===== src/rtl/pbs_pkg.sv =====
package pbs_pkg;

  // tick counter width: covers 15 + 63 for the CS release tick
  localparam int TK_W = 7;

  typedef enum logic [1:0] {
    ACC_CMD  = 2'd0,
    ACC_DATA = 2'd1,
    ACC_READ = 2'd2,
    ACC_RSVD = 2'd3
  } acc_kind_e;

  // decoded per-channel settings; pol = {cs, we, re, dc}
  typedef struct packed {
    logic [3:0] cs_on;
    logic [5:0] cs_off;
    logic [3:0] we_on;
    logic [5:0] we_off;
    logic [3:0] re_on;
    logic [5:0] re_off;
    logic [5:0] wr_len;
    logic [5:0] rd_len;
    logic [5:0] cs_min;
    logic [5:0] acc_t;
    logic       half_rate;
    logic [3:0] pol;
  } tset_t;

  function automatic logic [TK_W-1:0] tk_max(input logic [TK_W-1:0] a,
                                             input logic [TK_W-1:0] b);
    return (a > b) ? a : b;
  endfunction

  // tick at which chip select is released
  function automatic logic [TK_W-1:0] cs_release(input tset_t s);
    return tk_max(TK_W'(s.cs_off), TK_W'(s.cs_on) + TK_W'(s.cs_min));
  endfunction

  // total ticks of one access
  function automatic logic [TK_W-1:0] cycle_ticks(input tset_t s, input logic is_rd);
    logic [TK_W-1:0] len;
    len = is_rd ? TK_W'(s.rd_len) : TK_W'(s.wr_len);
    len = tk_max(len, cs_release(s));
    if (is_rd) len = tk_max(len, TK_W'(s.acc_t) + TK_W'(1));
    return len;
  endfunction

endpackage


===== src/rtl/pbs_chan_sel.sv =====
module pbs_chan_sel
  import pbs_pkg::*;
#(
  parameter int NCH = 2,
  localparam int SEL_W = $clog2(NCH + 1)
) (
  input  logic [31:0]      on_w  [NCH],
  input  logic [31:0]      cyc_w [NCH],
  input  logic [31:0]      cfg_w [NCH],
  input  logic [SEL_W-1:0] sel,
  output tset_t            set_o,
  output logic             sel_ok
);

  tset_t dec [NCH];

  for (genvar c = 0; c < NCH; c++) begin : g_dec
    assign dec[c] = {on_w[c][3:0],   on_w[c][9:4],
                     on_w[c][13:10], on_w[c][19:14],
                     on_w[c][23:20], on_w[c][29:24],
                     cyc_w[c][5:0],  cyc_w[c][11:6],
                     cyc_w[c][17:12], cyc_w[c][27:22],
                     cfg_w[c][4],    cfg_w[c][19:16]};
    logic ch_unused;
    assign ch_unused = ^{on_w[c][31:30], cyc_w[c][21:18], cyc_w[c][31:28],
                         cfg_w[c][3:0], cfg_w[c][15:5], cfg_w[c][31:20]};
  end

  always_comb begin
    set_o = dec[0];
    for (int c = 0; c < NCH; c++) begin
      if (sel == SEL_W'(c + 1)) set_o = dec[c];
    end
  end

  assign sel_ok = (sel != '0) && (sel <= SEL_W'(NCH));

endmodule


===== src/rtl/pbs_tick_gen.sv =====
module pbs_tick_gen (
  input  logic clk,
  input  logic rst_n,
  input  logic restart,
  input  logic run,
  input  logic half_rate,
  output logic tick
);

  logic phase_q;

  always_ff @(posedge clk) begin
    if (!rst_n)       phase_q <= 1'b0;
    else if (restart) phase_q <= 1'b0;
    else if (run)     phase_q <= ~phase_q;
  end

  assign tick = run && (!half_rate || phase_q);

endmodule


===== src/rtl/pbs_strobe_gen.sv =====
module pbs_strobe_gen
  import pbs_pkg::*;
(
  input  logic            busy,
  input  logic [TK_W-1:0] tcnt,
  input  acc_kind_e       kind,
  input  tset_t           tset,
  output logic            cs_act,
  output logic            we_act,
  output logic            re_act,
  output logic            dc_act,
  output logic [3:0]      pins   // {cs, we, re, dc}
);

  logic       is_wr;
  logic [3:0] act_vec;

  assign is_wr  = (kind == ACC_CMD) || (kind == ACC_DATA);
  assign cs_act = busy && (tcnt >= TK_W'(tset.cs_on)) && (tcnt < cs_release(tset));
  assign we_act = busy && is_wr && (tcnt >= TK_W'(tset.we_on)) && (tcnt < TK_W'(tset.we_off));
  assign re_act = busy && !is_wr && (tcnt >= TK_W'(tset.re_on)) && (tcnt < TK_W'(tset.re_off));
  assign dc_act = busy && (kind == ACC_CMD);

  assign act_vec = {cs_act, we_act, re_act, dc_act};

  for (genvar i = 0; i < 4; i++) begin : g_pol
    assign pins[i] = tset.pol[i] ? act_vec[i] : ~act_vec[i];
  end

endmodule


===== src/rtl/pbs_strobe_seq.sv =====
module pbs_strobe_seq
  import pbs_pkg::*;
#(
  parameter int DW = 16
) (
  input  logic          clk,
  input  logic          rst_n,
  input  logic [31:0]   on_time_ch0,
  input  logic [31:0]   cyc_time_ch0,
  input  logic [31:0]   cfg_ch0,
  input  logic [31:0]   on_time_ch1,
  input  logic [31:0]   cyc_time_ch1,
  input  logic [31:0]   cfg_ch1,
  input  logic [1:0]    cs_sel,
  input  logic          req_valid,
  input  logic [1:0]    req_kind,
  input  logic [DW-1:0] req_wdata,
  output logic          busy,
  output logic          rd_valid,
  output logic [DW-1:0] rd_data,
  output logic          bus_cs,
  output logic          bus_we,
  output logic          bus_re,
  output logic          bus_dc,
  output logic [DW-1:0] bus_dout,
  output logic          bus_oe,
  input  logic [DW-1:0] bus_din
);

  localparam int NCH = 2;

  logic [31:0] on_arr  [NCH];
  logic [31:0] cyc_arr [NCH];
  logic [31:0] cfg_arr [NCH];

  assign on_arr[0]  = on_time_ch0;
  assign on_arr[1]  = on_time_ch1;
  assign cyc_arr[0] = cyc_time_ch0;
  assign cyc_arr[1] = cyc_time_ch1;
  assign cfg_arr[0] = cfg_ch0;
  assign cfg_arr[1] = cfg_ch1;

  tset_t           sel_set, cur_set;
  logic            sel_ok;
  logic            busy_q, rd_valid_q;
  logic [TK_W-1:0] tcnt_q, end_q;
  acc_kind_e       kind_q;
  logic [DW-1:0]   wdata_q, rdata_q;

  // named events
  logic accept_ev, tick_ev, capture_ev, last_tick_ev;
  logic cs_act, we_act, re_act, dc_act;
  logic [3:0] pin_vec;

  pbs_chan_sel #(.NCH(NCH)) u_sel (
    .on_w   (on_arr),
    .cyc_w  (cyc_arr),
    .cfg_w  (cfg_arr),
    .sel    (cs_sel),
    .set_o  (sel_set),
    .sel_ok (sel_ok)
  );

  assign accept_ev = req_valid && !busy_q && sel_ok && (req_kind != ACC_RSVD);

  pbs_tick_gen u_tick (
    .clk       (clk),
    .rst_n     (rst_n),
    .restart   (accept_ev),
    .run       (busy_q),
    .half_rate (cur_set.half_rate),
    .tick      (tick_ev)
  );

  assign capture_ev   = tick_ev && (kind_q == ACC_READ) && (tcnt_q == TK_W'(cur_set.acc_t));
  assign last_tick_ev = tick_ev && ((tcnt_q + TK_W'(1)) >= end_q);

  always_ff @(posedge clk) begin
    if (!rst_n) begin
      busy_q     <= 1'b0;
      rd_valid_q <= 1'b0;
      tcnt_q     <= '0;
      end_q      <= '0;
      kind_q     <= ACC_DATA;
      wdata_q    <= '0;
      rdata_q    <= '0;
      cur_set    <= '0;
    end else begin
      rd_valid_q <= 1'b0;
      if (accept_ev) begin
        busy_q  <= 1'b1;
        tcnt_q  <= '0;
        kind_q  <= acc_kind_e'(req_kind);
        wdata_q <= req_wdata;
        cur_set <= sel_set;
        end_q   <= cycle_ticks(sel_set, req_kind == ACC_READ);
      end else if (tick_ev) begin
        if (capture_ev) rdata_q <= bus_din;
        if (last_tick_ev) begin
          busy_q     <= 1'b0;
          tcnt_q     <= '0;
          rd_valid_q <= (kind_q == ACC_READ);
        end else begin
          tcnt_q <= tcnt_q + TK_W'(1);
        end
      end
    end
  end

  pbs_strobe_gen u_strb (
    .busy   (busy_q),
    .tcnt   (tcnt_q),
    .kind   (kind_q),
    .tset   (cur_set),
    .cs_act (cs_act),
    .we_act (we_act),
    .re_act (re_act),
    .dc_act (dc_act),
    .pins   (pin_vec)
  );

  assign bus_cs   = pin_vec[3];
  assign bus_we   = pin_vec[2];
  assign bus_re   = pin_vec[1];
  assign bus_dc   = pin_vec[0];
  assign bus_dout = wdata_q;
  assign bus_oe   = busy_q && (kind_q != ACC_READ);
  assign busy     = busy_q;
  assign rd_valid = rd_valid_q;
  assign rd_data  = rdata_q;

endmodule


===== config.mk =====
export PLATFORM = sky130hd
export DESIGN_NAME = pbs_strobe_seq
export DESIGN_NICKNAME = d
export VERILOG_FILES = /design/src/rtl/pbs_pkg.sv /design/src/rtl/pbs_chan_sel.sv /design/src/rtl/pbs_tick_gen.sv /design/src/rtl/pbs_strobe_gen.sv /design/src/rtl/pbs_strobe_seq.sv
export SDC_FILE = /design/constraint.sdc
export NUM_CORES = 1
export LEC_CHECK = 0
export BUFFER_PORTS_ARGS = -buffer_cell sky130_fd_sc_hd__buf_2
export CAP_MARGIN = 20
export CORE_ASPECT_RATIO = 1.1
export CORE_MARGIN = 10
export CORE_UTILIZATION = 30
export CTS_BUF_LIST = sky130_fd_sc_hd__clkbuf_8
export DETAILED_ROUTE_END_ITERATION = 10
export GPL_TIMING_DRIVEN = 0
export PLACE_DENSITY_LB_ADDON = 0.15
export SLEW_MARGIN = 40
export SYNTH_ARGS = -nofsm -noshare
export SYNTH_HDL_FRONTEND = slang
export SYNTH_SLANG_ARGS = --single-unit

===== constraint.sdc =====
create_clock -name clk -period 11.01 [get_ports clk]
set_clock_uncertainty 0.1 [all_clocks]
set_input_delay 2.202 -clock clk [delete_from_list [all_inputs] [get_ports clk]]
set_output_delay 2.202 -clock clk [all_outputs]
set_load 0.03 [all_outputs]

==> results.md, run 1 <==
- Storage element area: 1960 um2
- Outcome: finished clean
- Reg2Reg Depth: 11
- Iter 0 DRT Violations: 337
- Cell area after synthesis: 6900 um2
- Diode count: 0
- Total grt overflow: 0
- Syn Area/Cell: 8.70 um2
- FILL cells: 2472
- CTS tree: yes
- Fmax: 107 MHz
- Final hold vios: 0
- Final setup violation count: 0
- Power, Total: 1.03 mW
- Maximum VDD drop: 0.0000470 V
- Final WL: 22400 um
- Gr usage total: 15.0%
- Final setup margin: 1.71 ns
- Die height: 179 um
- Max_cap viols: 0
- Fin crit share: 84.5%
- Smallest hold slack: 0.367 ns
- Yosys cell types: 57
- Yosys top cell area share: 28.4%
- Die width: 165 um
- Post-Route Setup TNS: 0 ns
- Largest net degree at the start of global routing: 19
- Max FO, Critical Path: 10
- Cell Area, Placed: 8250 um2
- Root Buffer: clkbuf_8
- Hold depth: 2
- Top cells by area, synth: dfxtp_1 (28%), ha_1 (13%), mux2i_1 (8.3%), nand2_1 (6.3%), o211a_1 (5.4%)
- Clk slew on worst S/H paths: 0.12 ns
- Leakage Power: 4.05 nW
- H-tree levels: 3
- Design Area, Final: 8450 um2
- Num rows: 58
- Core Area: 22800 um2
- Sequential-to-total area share from yosys stat: 28.4%
- Gate Count Post-Synth: 794
- Remaining DRCs: 0
- Tmin final: 9.30 ns
- CP Class: in -> reg
- Worst stage delay on the critical path: 0.48 ns
- CTS max path bufs: 2
- Vias/cell: 4.77
- Multi-input gate area in the final layout: 4550 um2
- Global-route wire length before repair: 34600 um
- Pre-CTS setup slack: 1.24 ns
- Clk sinks: 98
- Power per Cell Area: 122 nW/um2
- Count leader, synth: nand2_1
- Io pins: 270
- Starting density of the core: 30.3%
- Critical Path Start Type: primary input
- Main synth FF type: dfxtp_1
- Async SR Flop Fraction: 0%
- Slowest stage cell, crit path: mux2i_1
- Max Slew Vio Count: 0
- Layout cells sized above 1: 25.7%
- Total clock buffers created by CTS: 9
- Avg WL per Cell: 17.2 um
- Clk_lat worst skew: 0.39 ns
- Post-CTS Hold Buffers: 0
- Post-CTS Setup Inserts: 0
- IO buf count: 194
- Synth warnings: 0
- Post-synth EDFFs: 0
- RSZ-0062 raised after global routing: no
- Number of nets in the layout: 1303
- Synth Register Bits: 98
- Vias in the first global route: 6367
- # resized after CTS: 0
- Worst path arrival time: 9.50 ns
- Synth area leader: dfxtp_1
- Post-DP HPWL: 18000 um
- GP Congestion: 0.862
- Antenna violations before repair: 1
- Slew Limit Headroom: 52.8%
- Layout area overhead: 22.3%
- HP Class: reg -> reg
- Measured slew at the worst slew-check pin: 0.689 ns
- Net count after synthesis: 1098
- Via count: 6218
- Die area: 29500 um2
- WP data required: 11.21 ns
- Final ANT Viol Nets: 0
- Detailed Routing Iterations Pass 1: 5
- Critical Path End Type: flop
- Top cells by count, synth: nand2_1 (116), dfxtp_1 (98), ha_1 (71), mux2i_1 (57), inv_1 (49)
- CP dominant cell by count: ha_1
per-layer routing:
metal  up-vias  share of wire (%)  GRT usage [%]
met4         2               0.91           3.40
met1      2848                 47           19.6
met2       165                 45           24.0
met3        14                7.1           4.23
met5         -              0.089              0
li1       3189                  -              -
critical path, delay by kind of cell:
kind	cells	cell delay [ns]
compound gates	10	2.37
buf+inv	8	1.38
fa+ha+maj	5	1.36
simple gates	9	1.32
mux	2	0.86
path summary, 6_finish.rpt:
check	startpoint	to	slack [ns]
max reg2reg	tcnt_q[1]$_SDFFE_PP0P_	tcnt_q[2]$_SDFFE_PP0P_	7.93
min reg2reg	bus_dout[1]$_SDFFE_PN0P_	bus_dout[1]$_SDFFE_PN0P_	0.37
min	bus_dout[1]$_SDFFE_PN0P_	bus_dout[1]$_SDFFE_PN0P_	0.37
max	cs_sel[0]	end_q[0]$_SDFFE_PN0P_	1.71
logic make-up (layout without fill, tap and decap cells):
family | count (synthesis) | after routing | synth area share [%]
xor gates and xnor gates | 37 | 37 | 4.69
AOI/OAI and AO/OA | 169 | 169 | 18.1
DFF | 98 | 98 | 28.4
adders and majority gates | 73 | 73 | 13.4
buffers and inverters | 91 | 301 | 5.65
and+or+nand+nor | 246 | 246 | 16.7
muxes | 80 | 80 | 13.0
layout by cell type (no fill, tap or decap), drive strengths merged, types with 6 or more instances in the layout:
cell,synthesis,final
mux2i,57,57
a21o,12,12
dfxtp,98,98
xor2,19,19
nor2b,27,27
buf,13,207
nand2b,12,12
a21oi,29,29
inv,49,52
o21ai,32,32
ha,71,71
o21a,6,6
nor2,38,38
nand2,116,116
a21boi,27,27
xnor2,18,18
mux2,17,17
o211a,37,37
mux4,6,6
nand3,22,22
nor3,8,8
clkbuf,29,39
area by class of cell:
cell class,instances,area share [%]
timing repair buffer,194,11.5
inverter,49,2.18
clock inverter,6,0.681
tap,300,4.44
clock buffer,10,1.63
sequential,98,23.2
buffer,42,2.44
multi-input combinational,605,53.9
stage by stage:
stage / utilization (%) / instances
2_1_floorplan: - / 794
3_3_place_gp: 36.2 / 1288
3_5_place_dp: 36.2 / 1288
4_1_cts: 37.1 / 1304
5_1_grt: 37.1 / 1304
6_report: 37.1 / 1304
registers in the layout (all words and copies together), names as in the netlist:
signal / count
rd_valid: 1
u_tick.phase_q: 1
end_q: 7
rd_data: 16
cur_set: 47
kind_q: 2
bus_dout: 16
busy: 1
tcnt_q: 7
power breakdown:
group / internal (mW) / switching (mW) / leakage (nW) / total [mW]
sequential: 0.376 / 0.0147 / 0.799 / 0.391
clock: 0.0929 / 0.149 / 0.0927 / 0.242
combinational: 0.174 / 0.226 / 3.16 / 0.400
Power figures use the tool's default switching activity.
==> inputs of run 2 (changes only) <==
==> constraint.sdc (replaced) <==
create_clock -name clk -period 9.2 [get_ports clk]
set_clock_uncertainty 0.1 [all_clocks]
set_input_delay 1.84 -clock clk [delete_from_list [all_inputs] [get_ports clk]]
set_output_delay 1.84 -clock clk [all_outputs]
set_load 0.03 [all_outputs]
==> run 2 against run 1 <==
Non-clock buffer count decreased by 1. Global-route usage is the same. Setup slack got worse by 1.0 ns. Via count up 0.40%. Sequential share of layout area decreased by 0.10 points. Power up 20%. Critical path type unchanged. Critical endpoint is now end_q[2]$_SDFFE_PN0P_. Largest cell class unchanged. Highest routed layer unchanged.
==> results.md, run 2 (same netlist as run 1, synthesis figures left out) <==
- Largest reg by FF count: cur_set (unchanged)
- Diode count: 0 (unchanged)
- Post-DP HPWL: 18000 um (unchanged)
- Layout cells sized above 1: 26.2% (was 25.7%)
- Layout area overhead: 22.9% (was 22.3%)
- Pre-CTS setup slack: -0.208 ns (was 1.24 ns)
- Measured slew at the worst slew-check pin: 0.694 ns (was 0.689 ns)
- Most frequent cells in the layout: buf_2 (199), nand2_1 (116), dfxtp_1 (98) (was buf_2 (200), nand2_1 (116), dfxtp_1 (98))
- Iter 0 DRT Violations: 320 (was 337)
- Remaining DRCs: 0 (unchanged)
- Io pins: 270 (unchanged)
- CP dominant cell by count: ha_1 (unchanged)
- WP data required: 9.37 ns (was 11.21 ns)
- IO buf count: 194 (unchanged)
- Final WL: 22400 um (about the same)
- Gr usage total: 15.0% (unchanged)
- Max FO, Critical Path: 10 (unchanged)
- Smallest hold slack: 0.367 ns (about the same)
- CTS max path bufs: 2 (unchanged)
- Die width: 165 um (unchanged)
- Post-Route Setup TNS: 0 ns (unchanged)
- Total clock buffers created by CTS: 9 (unchanged)
- Maximum VDD drop: 0.0000562 V (was 0.0000470 V)
- Num rows: 58 (unchanged)
- Leakage Power: 4.06 nW (was 4.05 nW)
- Fin crit share: 92.9%
- Total grt overflow: 0 (unchanged)
- Core Area: 22800 um2 (unchanged)
- Power per Cell Area: 147 nW/um2 (was 122 nW/um2)
- Post-CTS Hold Buffers: 0 (unchanged)
- Final hold vios: 0 (unchanged)
- GP Congestion: 0.862 (unchanged)
- Root Buffer: clkbuf_8 (unchanged)
- Largest net degree at the start of global routing: 19 (unchanged)
- Fmax: 117 MHz
- Worst stage delay on the critical path: 0.38 ns (was 0.48 ns)
- Cell Area, Placed: 8250 um2 (unchanged)
- HP Class: reg -> reg (unchanged)
- Slowest stage cell, crit path: mux2_2 (was mux2i_1)
- Design Area, Final: 8480 um2 (was 8450 um2)
- Starting density of the core: 30.3% (unchanged)
- Final ANT Viol Nets: 0 (unchanged)
- Detailed Routing Iterations Pass 1: 5 (unchanged)
- Clk slew on worst S/H paths: 0.11 ns (was 0.12 ns)
- Critical Path Start Type: primary input (unchanged)
- Critical Path End Type: flop (unchanged)
- CP Class: in -> reg (unchanged)
- Die area: 29500 um2 (unchanged)
- Clk_lat worst skew: 0.39 ns (about the same)
- Final setup violation count: 0 (unchanged)
- Number of nets in the layout: 1302 (was 1303)
- Vias in the first global route: 6367 (unchanged)
- Slew Limit Headroom: 52.4% (was 52.8%)
- Vias/cell: 4.79 (was 4.77)
- CTS tree: yes (unchanged)
- H-tree levels: 3 (unchanged)
- Most common cell after layout, fill and taps aside: buf_2 (unchanged)
- Max FFs per register: 47 (unchanged)
- Tmin final: 8.54 ns
- Outcome: finished clean (unchanged)
- Global-route wire length before repair: 34600 um (unchanged)
- RSZ-0062 raised after global routing: no (unchanged)
- Clk sinks: 98 (unchanged)
- Avg WL per Cell: 17.2 um (about the same)
- Die height: 179 um (unchanged)
- Via count: 6243 (was 6218)
- Worst path arrival time: 8.72 ns (was 9.50 ns)
- Max Slew Vio Count: 0 (unchanged)
- Antenna violations before repair: 1 (unchanged)
- Max_cap viols: 0 (unchanged)
- Final setup margin: 0.658 ns (was 1.71 ns)
run 2: layer usage:
metal | wire length [um] | share of wire [%] | vias to the layer above | GRT usage, %
met3 | 1540 | 6.9 | 14 | 4.23
met4 | 205 | 0.91 | 2 | 3.40
li1 | - | - | 3188 | -
met1 | 10500 | 47 | 2880 | 19.6
met5 | 20 | 0.089 | - | 0
met2 | 10100 | 45 | 159 | 24.0
run 2: cell type report:
class	instances	area, um2
fill	2468	14300
multi-input combinational	605	4590
sequential	98	1960
timing repair buffer	194	971
tap	300	375
buffer	41	205
inverter	49	184
clock buffer	10	138
clock inverter	6	57.6
run 2: path summary, 6_finish.rpt:
kind	to	slack, ns	start	cells past startpoint
max	end_q[2]$_SDFFE_PN0P_	0.66	cs_sel[0]	32
min	bus_dout[1]$_SDFFE_PN0P_	0.37	bus_dout[1]$_SDFFE_PN0P_	2
max reg2reg	tcnt_q[5]$_SDFFE_PP0P_	6.11	tcnt_q[1]$_SDFFE_PP0P_	11
min reg2reg	bus_dout[1]$_SDFFE_PN0P_	0.37	bus_dout[1]$_SDFFE_PN0P_	2
run 2: timing repair:
item	CTS	global route
buffers inserted	0	0
resized for setup	0	8
setup endpoints to repair	0	7
hold endpoints to repair	0	0
run 2: metrics by stage:
step / util (%) / power [mW] / instances
floorplan: - / 0.816 / 794
global placement: 36.2 / 0.955 / 1288
detailed placement: 36.2 / 0.958 / 1288
CTS: 37.1 / 1.26 / 1304
global route: 37.2 / 1.34 / 1303
finish: 37.2 / 1.25 / 1303
run 2: critical path, delay by kind of cell:
family / cells / cell delay, ns
compound gates: 11 / 2.20
mux: 3 / 1.00
fa+ha+maj: 5 / 1.24
buf+inv: 6 / 1.05
simple gates: 7 / 1.37
run 2: report_power, final:
part	internal, mW	switching (mW)	leakage, nW
clock	0.111	0.180	0.0927
sequential	0.451	0.0175	0.799
combinational	0.212	0.274	3.16
total	0.773	0.472	4.06
==> inputs of run 3 (changes only) <==
--- a/config.mk
+++ b/config.mk
@@ -5,13 +5,13 @@
 export SDC_FILE = /design/constraint.sdc
 export NUM_CORES = 1
 export LEC_CHECK = 0
-export BUFFER_PORTS_ARGS = -buffer_cell sky130_fd_sc_hd__buf_2
 export CAP_MARGIN = 20
 export CORE_ASPECT_RATIO = 1.1
 export CORE_MARGIN = 10
 export CORE_UTILIZATION = 30
 export CTS_BUF_LIST = sky130_fd_sc_hd__clkbuf_8
 export DETAILED_ROUTE_END_ITERATION = 10
+export DONT_BUFFER_PORTS = 1
 export GPL_TIMING_DRIVEN = 0
 export PLACE_DENSITY_LB_ADDON = 0.15
 export SLEW_MARGIN = 40
==> run 3 against run 2 <==
Register-to-register slack barely moved. Clock power rose by 2%. Sequential share of layout area increased by 3.0 points. Largest power group is now registers. Design area fell by 12%. Wire length down 2.0%. Highest routed layer is now met4. Sequential power is 2% higher.
==> results.md, run 3 (same netlist as run 1, synthesis figures left out) <==
- GP Congestion: 0.874 (was 0.862)
- Detailed Routing Iterations Pass 1: 5 (unchanged)
- Iter 0 DRT Violations: 254 (was 320)
- RSZ-0062 raised after global routing: no (unchanged)
- Fmax: 115 MHz (was 117 MHz)
- Root Buffer: clkbuf_8 (unchanged)
- Max Slew Vio Count: 0 (unchanged)
- Slew Limit Headroom: 51.1% (was 52.4%)
- Max FO, Critical Path: 10 (unchanged)
- H-tree levels: 3 (unchanged)
- Layout cells sized above 1: 8.28% (was 26.2%)
- Maximum VDD drop: 0.0000627 V (was 0.0000562 V)
- Max_cap viols: 0 (unchanged)
- Number of nets in the layout: 1109 (was 1302)
- FILL cells: 2495 (was 2468)
- Final WL: 22000 um (was 22400 um)
- Global-route wire length before repair: 33600 um (was 34600 um)
- Post-DP HPWL: 17600 um (was 18000 um)
- CTS max path bufs: 2 (unchanged)
- Worst R2R Start: tcnt_q[1]$_SDFFE_PP0P_ (unchanged)
- Clk slew on worst S/H paths: 0.10 ns (was 0.11 ns)
- Hold_sp: cur_set[11]$_SDFFE_PN0P_ (was bus_dout[1]$_SDFFE_PN0P_)
- Hold EP: cur_set[11]$_SDFFE_PN0P_ (was bus_dout[1]$_SDFFE_PN0P_)
- Gr usage total: 14.8% (was 15.0%)
- Clk sinks: 98 (unchanged)
- CP Class: in -> reg (unchanged)
- FF-to-FF setup slack: 6.11 ns (about the same)
- Pre-CTS setup slack: -0.234 ns (was -0.208 ns)
- Largest net degree at the start of global routing: 16 (was 19)
- Io pins: 270 (unchanged)
- WP data required: 9.39 ns (was 9.37 ns)
- Outcome: finished clean (unchanged)
- Cell Area, Placed: 7280 um2 (was 8250 um2)
- Die area: 29500 um2 (unchanged)
- Utilization after layout: 32.9% (was 37.2%)
- Hold depth: 2 (unchanged)
- Worst path arrival time: 8.85 ns (was 8.72 ns)
- Tmin final: 8.66 ns (was 8.54 ns)
- IO buf count: 0 (was 194)
- Power, Total: 1.22 mW (was 1.25 mW)
- Most frequent cells in the layout: nand2_1 (116), dfxtp_1 (98), ha_1 (71) (was buf_2 (199), nand2_1 (116), dfxtp_1 (98))
- Worst stage delay on the critical path: 0.39 ns (was 0.38 ns)
- Via count: 5573 (was 6243)
- Die height: 179 um (unchanged)
- Final hold vios: 0 (unchanged)
- Reg2Reg Depth: 11 (unchanged)
- Largest reg by FF count: cur_set (unchanged)
- Final setup margin: 0.537 ns (was 0.658 ns)
- Core Area: 22800 um2 (unchanged)
- Antenna violations before repair: 0 (was 1)
- Die width: 165 um (unchanged)
- Vias in the first global route: 5743 (was 6367)
- Critical Path Start Type: primary input (unchanged)
- CTS tree: yes (unchanged)
- Slowest stage cell, crit path: mux2_2 (unchanged)
- Critical Path End Type: flop (unchanged)
- Post-CTS Setup Inserts: 0 (unchanged)
- Num rows: 58 (unchanged)
- Max FFs per register: 47 (unchanged)
- Starting density of the core: 30.3% (unchanged)
- CP dominant cell by count: ha_1 (unchanged)
- R2R Path End: tcnt_q[5]$_SDFFE_PP0P_ (unchanged)
- Remaining DRCs: 0 (unchanged)
- Power per Cell Area: 162 nW/um2 (was 147 nW/um2)
- Measured slew at the worst slew-check pin: 0.728 ns (was 0.694 ns)
- HP Class: reg -> reg (unchanged)
- Most common cell after layout, fill and taps aside: nand2_1 (was buf_2)
- Total clock buffers created by CTS: 9 (unchanged)
- Layout area overhead: 8.70% (was 22.9%)
- Clk_lat worst skew: 0.38 ns (was 0.39 ns)
- Vias/cell: 5.03 (was 4.79)
- Fin crit share: 94.2% (was 92.9%)
- Final setup violation count: 0 (unchanged)
- Total grt overflow: 0 (unchanged)
- Final ANT Viol Nets: 0 (unchanged)
- Smallest hold slack: 0.381 ns (was 0.367 ns)
- Avg WL per Cell: 19.8 um (was 17.2 um)
- CP Launch Point: cs_sel[0] (unchanged)
- Diode count: 0 (unchanged)
- Design Area, Final: 7500 um2 (was 8480 um2)
- Leakage Power: 3.25 nW (was 4.06 nW)
run 3: per-stage QoR:
step / std cells / TNS, ns
3_5_place_dp: 1094 / -1.10
3_3_place_gp: 1094 / -0.811
6_report: 1109 / 0
5_1_grt: 1109 / 0
2_1_floorplan: 794 / 0
4_1_cts: 1109 / 0
run 3: what timing repair did:
action                                 in CTS  in global routing
endpoints found under the hold margin       0                  0
setup endpoints to repair                   0                  7
hold buffers                                0                  0
gates resized for setup                     0                  8
run 3: worst max-delay path by stage:
stage	end	slack [ns]	cells after the start
after floorplan	end_q[0]$_SDFFE_PN0P_	0.99	32
after global placement	end_q[0]$_SDFFE_PN0P_	-0.20	33
after detailed placement	end_q[0]$_SDFFE_PN0P_	-0.23	33
after CTS	end_q[0]$_SDFFE_PN0P_	0.19	33
after global routing	end_q[0]$_SDFFE_PN0P_	0.02	34
final	end_q[0]$_SDFFE_PN0P_	0.54	33
run 3: area by class of cell:
| class | count | area (um2) | area share [%] |
|---|---|---|---|
| inverter | 49 | 184 | 2.45 |
| buffer | 42 | 209 | 2.78 |
| clock buffer | 10 | 138 | 1.83 |
| multi-input combinational | 605 | 4580 | 61.1 |
| tap | 300 | 375 | 5.00 |
| clock inverter | 5 | 55.1 | 0.734 |
| sequential | 98 | 1960 | 26.1 |
run 3: critical path, delay by kind of cell:
family	cells	cell delay, ns
AO/OA/AOI/OAI	11	2.02
AND/OR/NAND/NOR	9	1.72
multiplexers	2	0.77
buffers and inverters	6	1.23
adder cells (fa/ha/maj)	5	1.26
run 3: metal layers:
metal	wire length (um)	vias up	global-route usage, %
met5	0	-	0
met4	281	0	4.03
met1	10100	2601	19.0
li1	-	2799	-
met3	1820	15	4.87
met2	9810	158	23.2
run 3: power by group:
| group | internal [mW] | leakage (nW) | switching [mW] |
|---|---|---|---|
| registers | 0.451 | 0.799 | 0.0271 |
| logic | 0.186 | 2.35 | 0.255 |
| clock network | 0.132 | 0.0999 | 0.167 |
| total | 0.768 | 3.25 | 0.449 |
